==> config.mk <==
export PLATFORM = sky130hd
export DESIGN_NAME = media_elem_alu
export DESIGN_NICKNAME = d
export VERILOG_FILES = /design/src/rtl/media_alu_pkg.sv /design/src/rtl/media_alu_ctrl.sv /design/src/rtl/media_alu_dp.sv /design/src/rtl/media_elem_alu.sv
export SDC_FILE = /design/constraint.sdc
export NUM_CORES = 1
export LEC_CHECK = 0
export ABC_AREA = 1
export BUFFER_PORTS_ARGS = -buffer_cell sky130_fd_sc_hd__clkbuf_2
export CAP_MARGIN = 0
export CORE_MARGIN = 1.5
export CORE_UTILIZATION = 38
export DETAILED_ROUTE_END_ITERATION = 6
export PLACE_DENSITY = 0.54
export SLEW_MARGIN = 20
export SYNTH_ARGS = -nofsm -noshare
export SYNTH_HDL_FRONTEND = slang
export SYNTH_SLANG_ARGS = --single-unit
==> constraint.sdc <==
create_clock -name clk -period 2.5 [get_ports clk]
set_clock_uncertainty 0.2 [all_clocks]
set_input_delay 0.125 -clock clk [delete_from_list [all_inputs] [get_ports clk]]
set_output_delay 0.125 -clock clk [all_outputs]
set_load 0.005 [all_outputs]
==> src/rtl/media_alu_pkg.sv <==
package media_alu_pkg;

  // Number of supported element widths: 8 << index
  localparam int NUM_W = 3;

  typedef enum logic [1:0] {
    OP_AVG  = 2'b00,
    OP_ABSD = 2'b01,
    OP_MIN  = 2'b10,
    OP_MAX  = 2'b11
  } opcode_e;

  // Strobes from control to datapath
  typedef struct packed {
    logic             capture;  // load the result register
    logic [3:0]       opHot;    // one-hot operation, index = opcode
    logic [NUM_W-1:0] wHot;     // one-hot element width
    logic             sgn;      // interpret elements as signed
    logic             sextOut;  // sign-extend the result to the datapath
  } alu_ctrl_t;

endpackage

==> src/rtl/media_alu_ctrl.sv <==
module media_alu_ctrl
  import media_alu_pkg::*;
(
  input  logic       clk,
  input  logic       rstN,
  input  logic       inValid,
  input  logic [1:0] opSel,
  input  logic [1:0] widthSel,
  input  logic       isSigned,
  output alu_ctrl_t  ctl,
  output logic       resValid
);

  localparam int WSEL_MAX = NUM_W - 1;

  logic [1:0] widthIdx;

  always_comb begin
    // codes beyond the widest width fold onto the widest
    if (int'(widthSel) > WSEL_MAX) widthIdx = 2'(WSEL_MAX);
    else                           widthIdx = widthSel;
  end

  always_comb begin
    ctl         = '0;
    ctl.capture = inValid;
    // opcode decode
    ctl.opHot   = 4'b0001 << opSel;
    ctl.wHot    = NUM_W'(1) << widthIdx;
    ctl.sgn     = isSigned;
    // absolute difference is a magnitude, never sign-extended
    ctl.sextOut = isSigned && (opcode_e'(opSel) != OP_ABSD);
  end

  always_ff @(posedge clk or negedge rstN) begin
    if (!rstN) resValid <= 1'b0;
    else       resValid <= inValid;
  end

  // valid follows issue by one cycle
  a_r8_valid_latency: assert property (@(posedge clk) disable iff (!rstN)
    $past(rstN) |-> (resValid == $past(inValid)));

endmodule

==> src/rtl/media_alu_dp.sv <==
module media_alu_dp
  import media_alu_pkg::*;
#(
  parameter int DATA_W = 32
) (
  input  logic              clk,
  input  logic              rstN,
  input  alu_ctrl_t         ctl,
  input  logic [DATA_W-1:0] opA,
  input  logic [DATA_W-1:0] opB,
  output logic [DATA_W-1:0] result
);

  localparam int EXT_W = DATA_W + 1;  // element plus sign/carry room
  localparam int SUM_W = EXT_W + 1;

  logic [EXT_W-1:0]  laneA    [NUM_W];
  logic [EXT_W-1:0]  laneB    [NUM_W];
  logic [DATA_W-1:0] laneMask [NUM_W];
  logic [DATA_W-1:0] laneSign [NUM_W];

  // one widening lane per element width, using only its low bits
  for (genvar g = 0; g < NUM_W; g++) begin : g_lane
    localparam int LW = 8 << g;
    localparam logic [SUM_W-1:0] MASK_WIDE = (SUM_W'(1) << LW) - SUM_W'(1);
    assign laneA[g]    = {{(EXT_W-LW){ctl.sgn & opA[LW-1]}}, opA[LW-1:0]};
    assign laneB[g]    = {{(EXT_W-LW){ctl.sgn & opB[LW-1]}}, opB[LW-1:0]};
    assign laneMask[g] = MASK_WIDE[DATA_W-1:0];
    assign laneSign[g] = DATA_W'(1) << (LW - 1);
  end

  logic [EXT_W-1:0]  extA, extB;
  logic [DATA_W-1:0] elemMask, signBitSel;

  always_comb begin
    extA       = '0;
    extB       = '0;
    elemMask   = '0;
    signBitSel = '0;
    for (int i = 0; i < NUM_W; i++) begin
      if (ctl.wHot[i]) begin
        extA       = extA | laneA[i];
        extB       = extB | laneB[i];
        elemMask   = elemMask | laneMask[i];
        signBitSel = signBitSel | laneSign[i];
      end
    end
  end

  // Arithmetic core on widened operands
  logic [SUM_W-1:0]  sumWide;
  logic [SUM_W-1:0]  avgWide;
  logic              aGtB;
  logic [EXT_W-1:0]  diffWide, minWide, maxWide;
  logic [DATA_W-1:0] rawRes, nextRes;

  always_comb begin
    // carry kept in the extra top bit, then arithmetic halving
    sumWide  = {extA[EXT_W-1], extA} + {extB[EXT_W-1], extB} + SUM_W'(1);
    avgWide  = SUM_W'($signed(sumWide) >>> 1);
    aGtB     = $signed(extA) > $signed(extB);
    diffWide = aGtB ? (extA - extB) : (extB - extA);
    minWide  = aGtB ? extB : extA;
    maxWide  = aGtB ? extA : extB;
    unique case (1'b1)
      ctl.opHot[OP_ABSD]: rawRes = diffWide[DATA_W-1:0];
      ctl.opHot[OP_MIN]:  rawRes = minWide[DATA_W-1:0];
      ctl.opHot[OP_MAX]:  rawRes = maxWide[DATA_W-1:0];
      default:            rawRes = avgWide[DATA_W-1:0];
    endcase
    // truncate to the element, then widen
    nextRes = rawRes & elemMask;
    if (ctl.sextOut && ((rawRes & signBitSel) != '0)) nextRes = nextRes | ~elemMask;
  end

  logic [DATA_W-1:0] resMask;
  logic              resSext;

  always_ff @(posedge clk or negedge rstN) begin
    if (!rstN) begin
      result  <= '0;
      resMask <= '0;
      resSext <= 1'b0;
    end else if (ctl.capture) begin
      result  <= nextRes;
      resMask <= elemMask;
      resSext <= ctl.sextOut;
    end
  end

  always_comb begin
    if (rstN && ctl.capture) begin
      // exactly one width lane selected
      a_r1_width_onehot: assert ($onehot(ctl.wHot));
      // widened average stays between the operands, so no overflow
      a_r2_no_overflow: assert (
        ($signed(avgWide) >= $signed({minWide[EXT_W-1], minWide})) &&
        ($signed(avgWide) <= $signed({maxWide[EXT_W-1], maxWide})));
      // magnitude never negative
      a_r3_abs_nonneg: assert (diffWide[EXT_W-1] == 1'b0);
    end
  end

  // zero-extended results have nothing above the element
  a_r7_zero_ext_high: assert property (@(posedge clk) disable iff (!rstN)
    !resSext |-> ((result & ~resMask) == '0));

endmodule

==> src/rtl/media_elem_alu.sv <==
module media_elem_alu
  import media_alu_pkg::*;
#(
  parameter int DATA_W = 32
) (
  input  logic              clk,
  input  logic              rstN,
  input  logic              inValid,
  input  logic [DATA_W-1:0] opA,
  input  logic [DATA_W-1:0] opB,
  input  logic [1:0]        opSel,
  input  logic [1:0]        widthSel,
  input  logic              isSigned,
  output logic              resValid,
  output logic [DATA_W-1:0] result
);

  alu_ctrl_t ctl;

  media_alu_ctrl i_ctrl (
    .clk      (clk),
    .rstN     (rstN),
    .inValid  (inValid),
    .opSel    (opSel),
    .widthSel (widthSel),
    .isSigned (isSigned),
    .ctl      (ctl),
    .resValid (resValid)
  );

  media_alu_dp #(.DATA_W(DATA_W)) i_dp (
    .clk    (clk),
    .rstN   (rstN),
    .ctl    (ctl),
    .opA    (opA),
    .opB    (opB),
    .result (result)
  );

  // reset state at the ports
  a_r9_reset_idle: assert property (@(posedge clk)
    !rstN |-> (!resValid && result == '0));

endmodule

==> results.toml, run 1 <==
[critical_path]
crit_type = "in -> reg"
reg2reg_slack_ps = 1530
crit_path_top_delay_cell = "ha_4"
cp_common_cell = "nand2_4"
critPathMaxFanout = 16
worst_path_dominant_cell_family = "simple AND/OR/NAND/NOR gates"
reg2regPathDepth = 2
reg2reg_to = "i_dp.result[12]"
cp-start-kind = "input port"
cp.required_ps = 2500
r2r_start = "i_dp.result[12]"
crit_arrival_ps = 3560
slowest_delay_ps = 250
path_buf_inv = 8
cp-end-kind = "register"

[sta]
fin_crit_ps = 3570
tns_ps = -32110
hold_viol = 0
clock.fmax_mhz = 280
setup_ws_ps = -1070
report.final.setup_viol = 32
tightest_slew_ps = 756
slew_headroom = 0.490
drv_slew = 0
rsz0062_at_grt = "yes"
fin_crit_sh = 1.43

[synth]
ys_seq_elements = 33
synth_top_area_cell = "nand2_1"
syn_nets = 1778
synth_ff_type = "dfrtp_1"
synth_top_cell_area_share = 0.135
synth_area_per_cell_um2 = 5.86
syn_area_um2 = 9420
netlist_top_cells_area = "nand2_1, a21oi_1, ha_1"
synth-seq-area-share = 0.0877
synth_warnings = 0
async_flop_share = 1.00
syn-instance-count = 1607
yosys.cell_types.count = 49
synth_enable_flop_cells = 0

[clock_network]
clk_pin_slew_ps = 80
root_buffer = "clkbuf_16"
clkSinkCount = 33
clockBufferDepth = 2
numCtsBuffers = 5
htreeDepth = 2
clk-insertion-delay-late_ps = 310
tritoncts = "yes"

[drt]
drt_iter0_drc = 864
dr_total_vias = 13000
drc_errors = 0
ant_nets = 0
routed_wirelength_um = 48400
firstDrtPassIters = 6
wl_per_cell_um = 19.3
avgViaCountPerCell = 5.17

[placement]
gp_congestion = 1.03
io_buffers = 104
hpwl_um = 39700
dpl_cell_area_um2 = 14100
dp.cells = 2469

[power]
vdd_drop_max_mv = 0.278
powerDensity_nw_per_um2 = 465
p_leak_nw = 8.03

[final_layout]
final_area_um2 = 15100
drive_above_1_share = 0.389
fillers = 2451
final_cells = 2514
layout_commonest_cell = "buf_4"
multiInputGateArea_um2 = 7920
diodes = 0
fin_util = 0.621
syn_to_final_growth_pct = 60.4
nets = 2360
mostFrequentLayoutCells = "buf_4, nand2_1, a21oi_1"
seq_area_um2 = 826

[global_routing]
grt_max_degree = 34
grt_pass1_wl_um = 72700
grt.total_usage = 0.371
grt_pass1_vias = 12900
antenna_found_initial = 1
grt-ovfl-total = 0

[floorplanning]
core-area_um2 = 24300
fp.dieH_um = 160
initial_core_util = 0.387
die_x_um = 160
rows = 57
dieArea_um2 = 25700
ios = 105

[flow_run]
max_cap_viol_count = 0

[hold_path]
min_to = "i_dp.result[0]"
min-delay-start = "opA[0]"
worstHoldPathCells = 5
hold_class = "in -> reg"

[run_status]
status = "finished, violations left"
violations = "negative setup slack"
-- cells in the mapped netlist, types with 7 or more instances --
master / instances
inv_2: 12
xor2_1: 59
ha_1: 96
a21oi_2: 12
nor2_1: 122
buf_2: 24
nand3_1: 85
nand4_1: 25
o21ai_0: 129
nor2_4: 14
inv_1: 203
clkbuf_1: 40
nor2_2: 10
dfrtp_1: 33
o211ai_1: 10
o21ai_1: 11
a21oi_1: 240
a31oi_1: 7
buf_6: 13
o21bai_1: 28
nand2_1: 338
buf_4: 10
nor3_1: 11
a21o_1: 9
nand2_2: 9
a21boi_0: 8
-- power breakdown --
part | internal, W | switching, W | total, W
Sequential | 0.000629 | 0.0000872 | 0.000716
Clock | 0.000369 | 0.000317 | 0.000686
Combinational | 0.00259 | 0.00303 | 0.00562
Total | 0.00359 | 0.00344 | 0.00702
-- per-stage QoR --
stage	setup slack, ps	power [W]	hold WS (ps)
after detailed placement	-1440	0.00579	21.6
after global placement	-1430	0.00576	10.2
after floorplan	-1050	0.00328	-371
after CTS	-974	0.00691	34.8
final	-1070	0.00702	38.9
after global routing	-1270	0.00745	47.0
-- cell families (layout without fill, tap and decap cells) --
logic type	count (synthesis)	after routing	share of synthesized area
AO/OA/AOI/OAI	472	473	0.278
XOR/XNOR	59	59	0.0549
adder cells (fa/ha/maj)	99	99	0.134
buffers and inverters	305	887	0.139
flip-flops	33	33	0.0877
AND/OR/NAND/NOR	639	639	0.306
-- area by class of cell --
| class | instances | share of cell area |
|---|---|---|
| repair buffers | 662 | 0.330 |
| well taps | 324 | 0.0268 |
| clock buffers | 6 | 0.00853 |
| clock inverters | 2 | 0.000663 |
| flip-flops and latches | 33 | 0.0547 |
| multi-input cells | 1270 | 0.525 |
| inverters | 217 | 0.0544 |
-- flip-flops by register name, indices dropped and copies added (netlist names) --
signal and cells:
i_dp.result 32, i_ctrl.resValid 1
-- how the worst max path moves through the flow --
stage,start,depth (start not counted),to
after global placement,widthSel[0],25,i_dp.result[14]
after CTS,widthSel[0],29,i_dp.result[19]
after detailed placement,opA[7],26,i_dp.result[4]
after global routing,widthSel[0],27,i_dp.result[14]
after floorplan,widthSel[0],27,i_dp.result[23]
final,widthSel[0],28,i_dp.result[19]
-- layer usage --
metal  vias to the layer above  wire, um  global-route usage
li1                       6429         -                   -
met1                      5983     19800               0.441
met2                       461     22800               0.639
met3                       116      2830              0.0522
met4                         2      2970               0.212
met5                         -        12                   0
-- worst min-delay path, stage by stage --
cell and delay, ps:
clkbuf_2 100, o21ai_1 70, nand2_1 70, a221oi_2 40, o21ai_1 100
-- what timing repair did --
action / 4_1_cts / 5_1_grt
resized for setup: 125 / 15
endpoints found under the setup margin: 32 / 32
cloned: 2 / 0
hold endpoints to repair: 33 / 0
setup buffers: 32 / 2
pin swaps: 18 / 6
hold buffers: 1 / 0
Power figures use the tool's default switching activity.
==> run 2, diff against run 1 <==
CORE_UTILIZATION = 35   (was 38)
PLACE_DENSITY = 0.5   (was 0.54)
==> results.toml, run 2 (synthesized netlist as in run 1, its figures left out) <==
[run_status]
status = "finished, violations left"
violations = "negative setup slack"

[critical_path]
cp-start-kind = "input port"
slowest_delay_ps = 300
cp-end-kind = "register"
worst_path_dominant_cell_family = "buffers and inverters"
reg2reg_slack_ps = 1600
crit_path_top_delay_cell = "nand4_1"
cp_common_cell = "nand2_1"
cp.required_ps = 2480
path_buf_inv = 9
critPathMaxFanout = 11
crit_arrival_ps = 3730
crit_type = "in -> reg"

[drt]
avgViaCountPerCell = 5.14
wl_per_cell_um = 19.2
ant_nets = 0
firstDrtPassIters = 5
dr_total_vias = 13000
drt_iter0_drc = 952
routed_wirelength_um = 48600
drc_errors = 0

[clock_network]
clockBufferDepth = 2
numCtsBuffers = 5
root_buffer = "clkbuf_16"
htreeDepth = 2
tritoncts = "yes"
clk-insertion-delay-late_ps = 290
clkSinkCount = 33
clk_pin_slew_ps = 60

[global_routing]
antenna_found_initial = 0
grt_pass1_wl_um = 72400
grt.total_usage = 0.340
grt-ovfl-total = 0
grt_max_degree = 47
grt_pass1_vias = 12900

[sta]
whs_ps = 67.8
slew_headroom = 0.409
tns_ps = -37380
setup_ws_ps = -1250
report.final.setup_viol = 32
rsz0062_at_grt = "yes"
hold_viol = 0
tightest_slew_ps = 887
fin_crit_ps = 3750
fin_crit_sh = 1.50
clock.fmax_mhz = 267
drv_slew = 0

[final_layout]
largestRegisters = "i_dp.result x32, i_ctrl.resValid x1"
seq_area_um2 = 826
largest_reg_flops = 32
nets = 2369
syn_to_final_growth_pct = 66.2
multiInputGateArea_um2 = 8190
drive_above_1_share = 0.415
diodes = 0
layout_commonest_cell = "buf_4"
mostFrequentLayoutCells = "buf_4, nand2_1, inv_1"
final_area_um2 = 15600
regMostFlops = "i_dp.result"
fillers = 2618

[floorplanning]
core-area_um2 = 26200
initial_core_util = 0.359
fp.dieH_um = 167
die_x_um = 167
ios = 105
rows = 59
dieArea_um2 = 27900

[power]
seq_power_share = 0.093
fin_total_pwr_w = 0.00739
p_leak_nw = 8.17
powerDensity_nw_per_um2 = 472
p_sw_frac = 0.479
p_int_w = 0.00386
power_switching_w = 0.00354
clkPwrFrac = 0.103
vdd_drop_max_mv = 0.295
comb_power_share = 0.805

[placement]
dpl_cell_area_um2 = 14100
io_buffers = 104
hpwl_um = 39600
gp_congestion = 0.992

[flow_run]
max_cap_viol_count = 0

[hold_path]
hold_class = "in -> reg"
==> run 2: cell types whose count changed in the layout (fill, tap and decap cells not counted), moves of 4 or more <==
cell,before,now
o21ai_2,2,16
buf_12,12,20
a21oi_1,200,178
clkbuf_16,6,10
nand2_2,21,25
nand3_1,85,79
o21ai_0,112,95
a21oi_4,11,16
a21oi_2,42,59
nand3_2,1,5
==> run 2: area by class of cell <==
class | count | area share
timing repair inverter | 1 | 0.000480
clock inverter | 1 | 0.00192
multi-input combinational | 1269 | 0.523
sequential | 33 | 0.0528
timing repair buffer | 671 | 0.333
inverter | 217 | 0.0530
clock buffer | 7 | 0.00911
tap | 335 | 0.0268
==> run 2: through the flow <==
step           setup slack (ps)  instances  utilization
5_1_grt                   -1360       2534        0.597
4_1_cts                   -1130       2525        0.579
3_3_place_gp              -1680       2483        0.540
2_1_floorplan             -1050       1607            -
3_5_place_dp              -1690       2483        0.540
6_report                  -1250       2534        0.597
==> run 2: power by group through the flow <==
stage	clock [W]	combinational [W]	sequential (W)
5_1_grt	0.000797	0.00635	0.000696
3_3_place_gp	0	0.00506	0.000691
3_5_place_dp	0	0.00508	0.000693
4_1_cts	0.000773	0.00556	0.000685
2_1_floorplan	0	0.00259	0.000696
6_report	0.000759	0.00595	0.000685
==> run 2: final timing paths <==
| check | endpoint | from | cells past startpoint |
|---|---|---|---|
| worst max-delay path | i_dp.result[17] | isSigned | 26 |
| worst min register to register | i_dp.result[3] | i_dp.result[3] | 2 |
| worst max register to register | i_dp.result[12] | i_dp.result[12] | 2 |
| worst min-delay path | i_dp.result[5] | opA[5] | 4 |
| min in group asynchronous | i_dp.result[2] | rstN | 2 |
| max in group asynchronous | i_dp.result[30] | rstN | 2 |
==> run 2: routing by layer <==
metal | GRT usage | share of wire | vias to the layer above
li1 | - | - | 6457
met5 | 0 | 0 | -
met2 | 0.594 | 0.48 | 391
met3 | 0.0233 | 0.038 | 89
met4 | 0.191 | 0.060 | 0
met1 | 0.415 | 0.43 | 6077
==> run 2: repair_timing <==
| action | CTS | global route |
|---|---|---|
| setup endpoints to repair | 32 | 32 |
| cloned | 4 | 4 |
| hold buffers | 1 | 0 |
| pin swaps | 38 | 35 |
| buffers inserted | 30 | 11 |
| endpoints found under the hold margin | 33 | 0 |
| gates resized for setup | 135 | 108 |
==> run 2: worst register-to-register path: cells and delay by family, from the launching register on <==
kind | cells | cell delay [ps]
AOI/OAI and AO/OA | 1 | 50
DFF | 1 | 390
and+or+nand+nor | 1 | 140
==> run 3, diff against run 2 <==
SYNTH_HIERARCHICAL = 1   (was not set)
clock period = 4.3 ns   (was 2.5 ns; I/O delays follow)
==> results.toml, run 3 <==
[synth]
syn-instance-count = 1659
syn_area_um2 = 9810
synth_warnings = 6
syn_nets = 1830
synth_area_per_cell_um2 = 5.92

[drt]
routed_wirelength_um = 46600
dr_total_vias = 12400
drc_errors = 0
firstDrtPassIters = 5
wl_per_cell_um = 19.9
ant_nets = 0
drt_iter0_drc = 1041
avgViaCountPerCell = 5.30

[run_status]
status = "finished, final reports clean"

[critical_path]
crit_arrival_ps = 4040
r2r_start = "i_dp/result[7]"
slowest_delay_ps = 390
reg2regPathDepth = 2
crit_type = "in -> reg"
crit_path_top_delay_cell = "ha_1"
reg2reg_to = "i_dp/result[7]"
cp-end-kind = "register"
reg2reg_slack_ps = 3410
cp-start-kind = "input port"
critPathMaxFanout = 17
cp.required_ps = 4270

[global_routing]
antenna_found_initial = 0
grt_pass1_wl_um = 69700
grt.total_usage = 0.321
grt_pass1_vias = 11900
grt_max_degree = 50
grt-ovfl-total = 0

[floorplanning]
fp.dieH_um = 170
dieArea_um2 = 29100
ios = 105
die_x_um = 170
rows = 61
core-area_um2 = 27700
initial_core_util = 0.354

[sta]
tns_ps = 0
fin_crit_ps = 4070
clock.fmax_mhz = 246
tightest_slew_ps = 1040
whs_ps = 136
rsz0062_at_grt = "no"
fin_crit_sh = 0.947
report.final.setup_viol = 0
drv_slew = 0
hold_viol = 0
slew_headroom = 0.302

[final_layout]
mostFrequentLayoutCells = "nand2_1, buf_4, inv_1"
seq_area_um2 = 826
final_area_um2 = 12600
diodes = 0
regMostFlops = "i_dp/result"
multiInputGateArea_um2 = 7670
nets = 2127
largestRegisters = "i_dp/result x32, i_ctrl/resValid x1"
syn_to_final_growth_pct = 28.2
fillers = 3083
layout_commonest_cell = "nand2_1"
largest_reg_flops = 32
drive_above_1_share = 0.248

[power]
vdd_drop_max_mv = 0.155
p_leak_nw = 6.58
powerDensity_nw_per_um2 = 295

[clock_network]
clk_pin_slew_ps = 50
clkSinkCount = 33
tritoncts = "yes"
root_buffer = "clkbuf_16"
numCtsBuffers = 5
htreeDepth = 2
clockBufferDepth = 2
clk-insertion-delay-late_ps = 290

[hold_path]
min_to = "i_ctrl/resValid"
hold_class = "in -> reg"
worstHoldPathCells = 2
min-delay-start = "inValid"

[placement]
gp_congestion = 0.976
io_buffers = 104
dpl_cell_area_um2 = 12300
hpwl_um = 39900

[flow_run]
max_cap_viol_count = 0
## run 3: how the worst max path moves through the flow
| stage | start | slack, ps | end | depth (start not counted) |
|---|---|---|---|---|
| floorplan | isSigned | 330 | i_dp/result[17] | 28 |
| global placement | widthSel[1] | -90 | i_dp/result[3] | 29 |
| detailed placement | widthSel[1] | -110 | i_dp/result[3] | 29 |
| CTS | widthSel[1] | 180 | i_dp/result[3] | 29 |
| global route | widthSel[0] | 3 | i_dp/result[23] | 26 |
| finish | widthSel[1] | 230 | i_dp/result[3] | 28 |
## run 3: repair_timing
item,4_1_cts,5_1_grt
endpoints found under the setup margin,0,28
hold buffers,1,0
setup buffers,0,1
endpoints found under the hold margin,33,0
gates resized for setup,0,25
## run 3: metrics by stage
stage	cells	total power (W)	util	worst slack [ps]
2_1_floorplan	1659	0.00207	-	333
3_3_place_gp	2324	0.00322	0.444	-89.5
3_5_place_dp	2324	0.00322	0.444	-106
4_1_cts	2333	0.00367	0.451	183
5_1_grt	2335	0.00399	0.454	3.16
6_report	2335	0.00371	0.454	227
## run 3: worst max-delay path: cells and delay by family
family | cells | cell delay (ps)
and+or+nand+nor | 14 | 1650
buffers and inverters | 9 | 1130
AOI/OAI and AO/OA | 4 | 640
adders and majority gates | 1 | 390
## run 3: area by class of cell
type,instances,share of cell area
repair buffers,370,0.206
clock buffers,7,0.0113
clock inverters,1,0.00239
multi-input cells,1321,0.610
inverters,225,0.0673
well taps,378,0.0376
flip-flops and latches,33,0.0656
## run 3: layer usage
metal,GRT usage,part of all wire,vias up
li1,-,-,6087
met1,0.413,0.44,5740
met2,0.543,0.45,445
met4,0.147,0.056,0
met5,0,0,-
met3,0.0270,0.051,95
## run 3: where the power goes
part	switching [W]	internal, W	total [W]
Sequential	0.0000357	0.000371	0.000407
Combinational	0.00179	0.00109	0.00288
Clock	0.000136	0.000289	0.000425
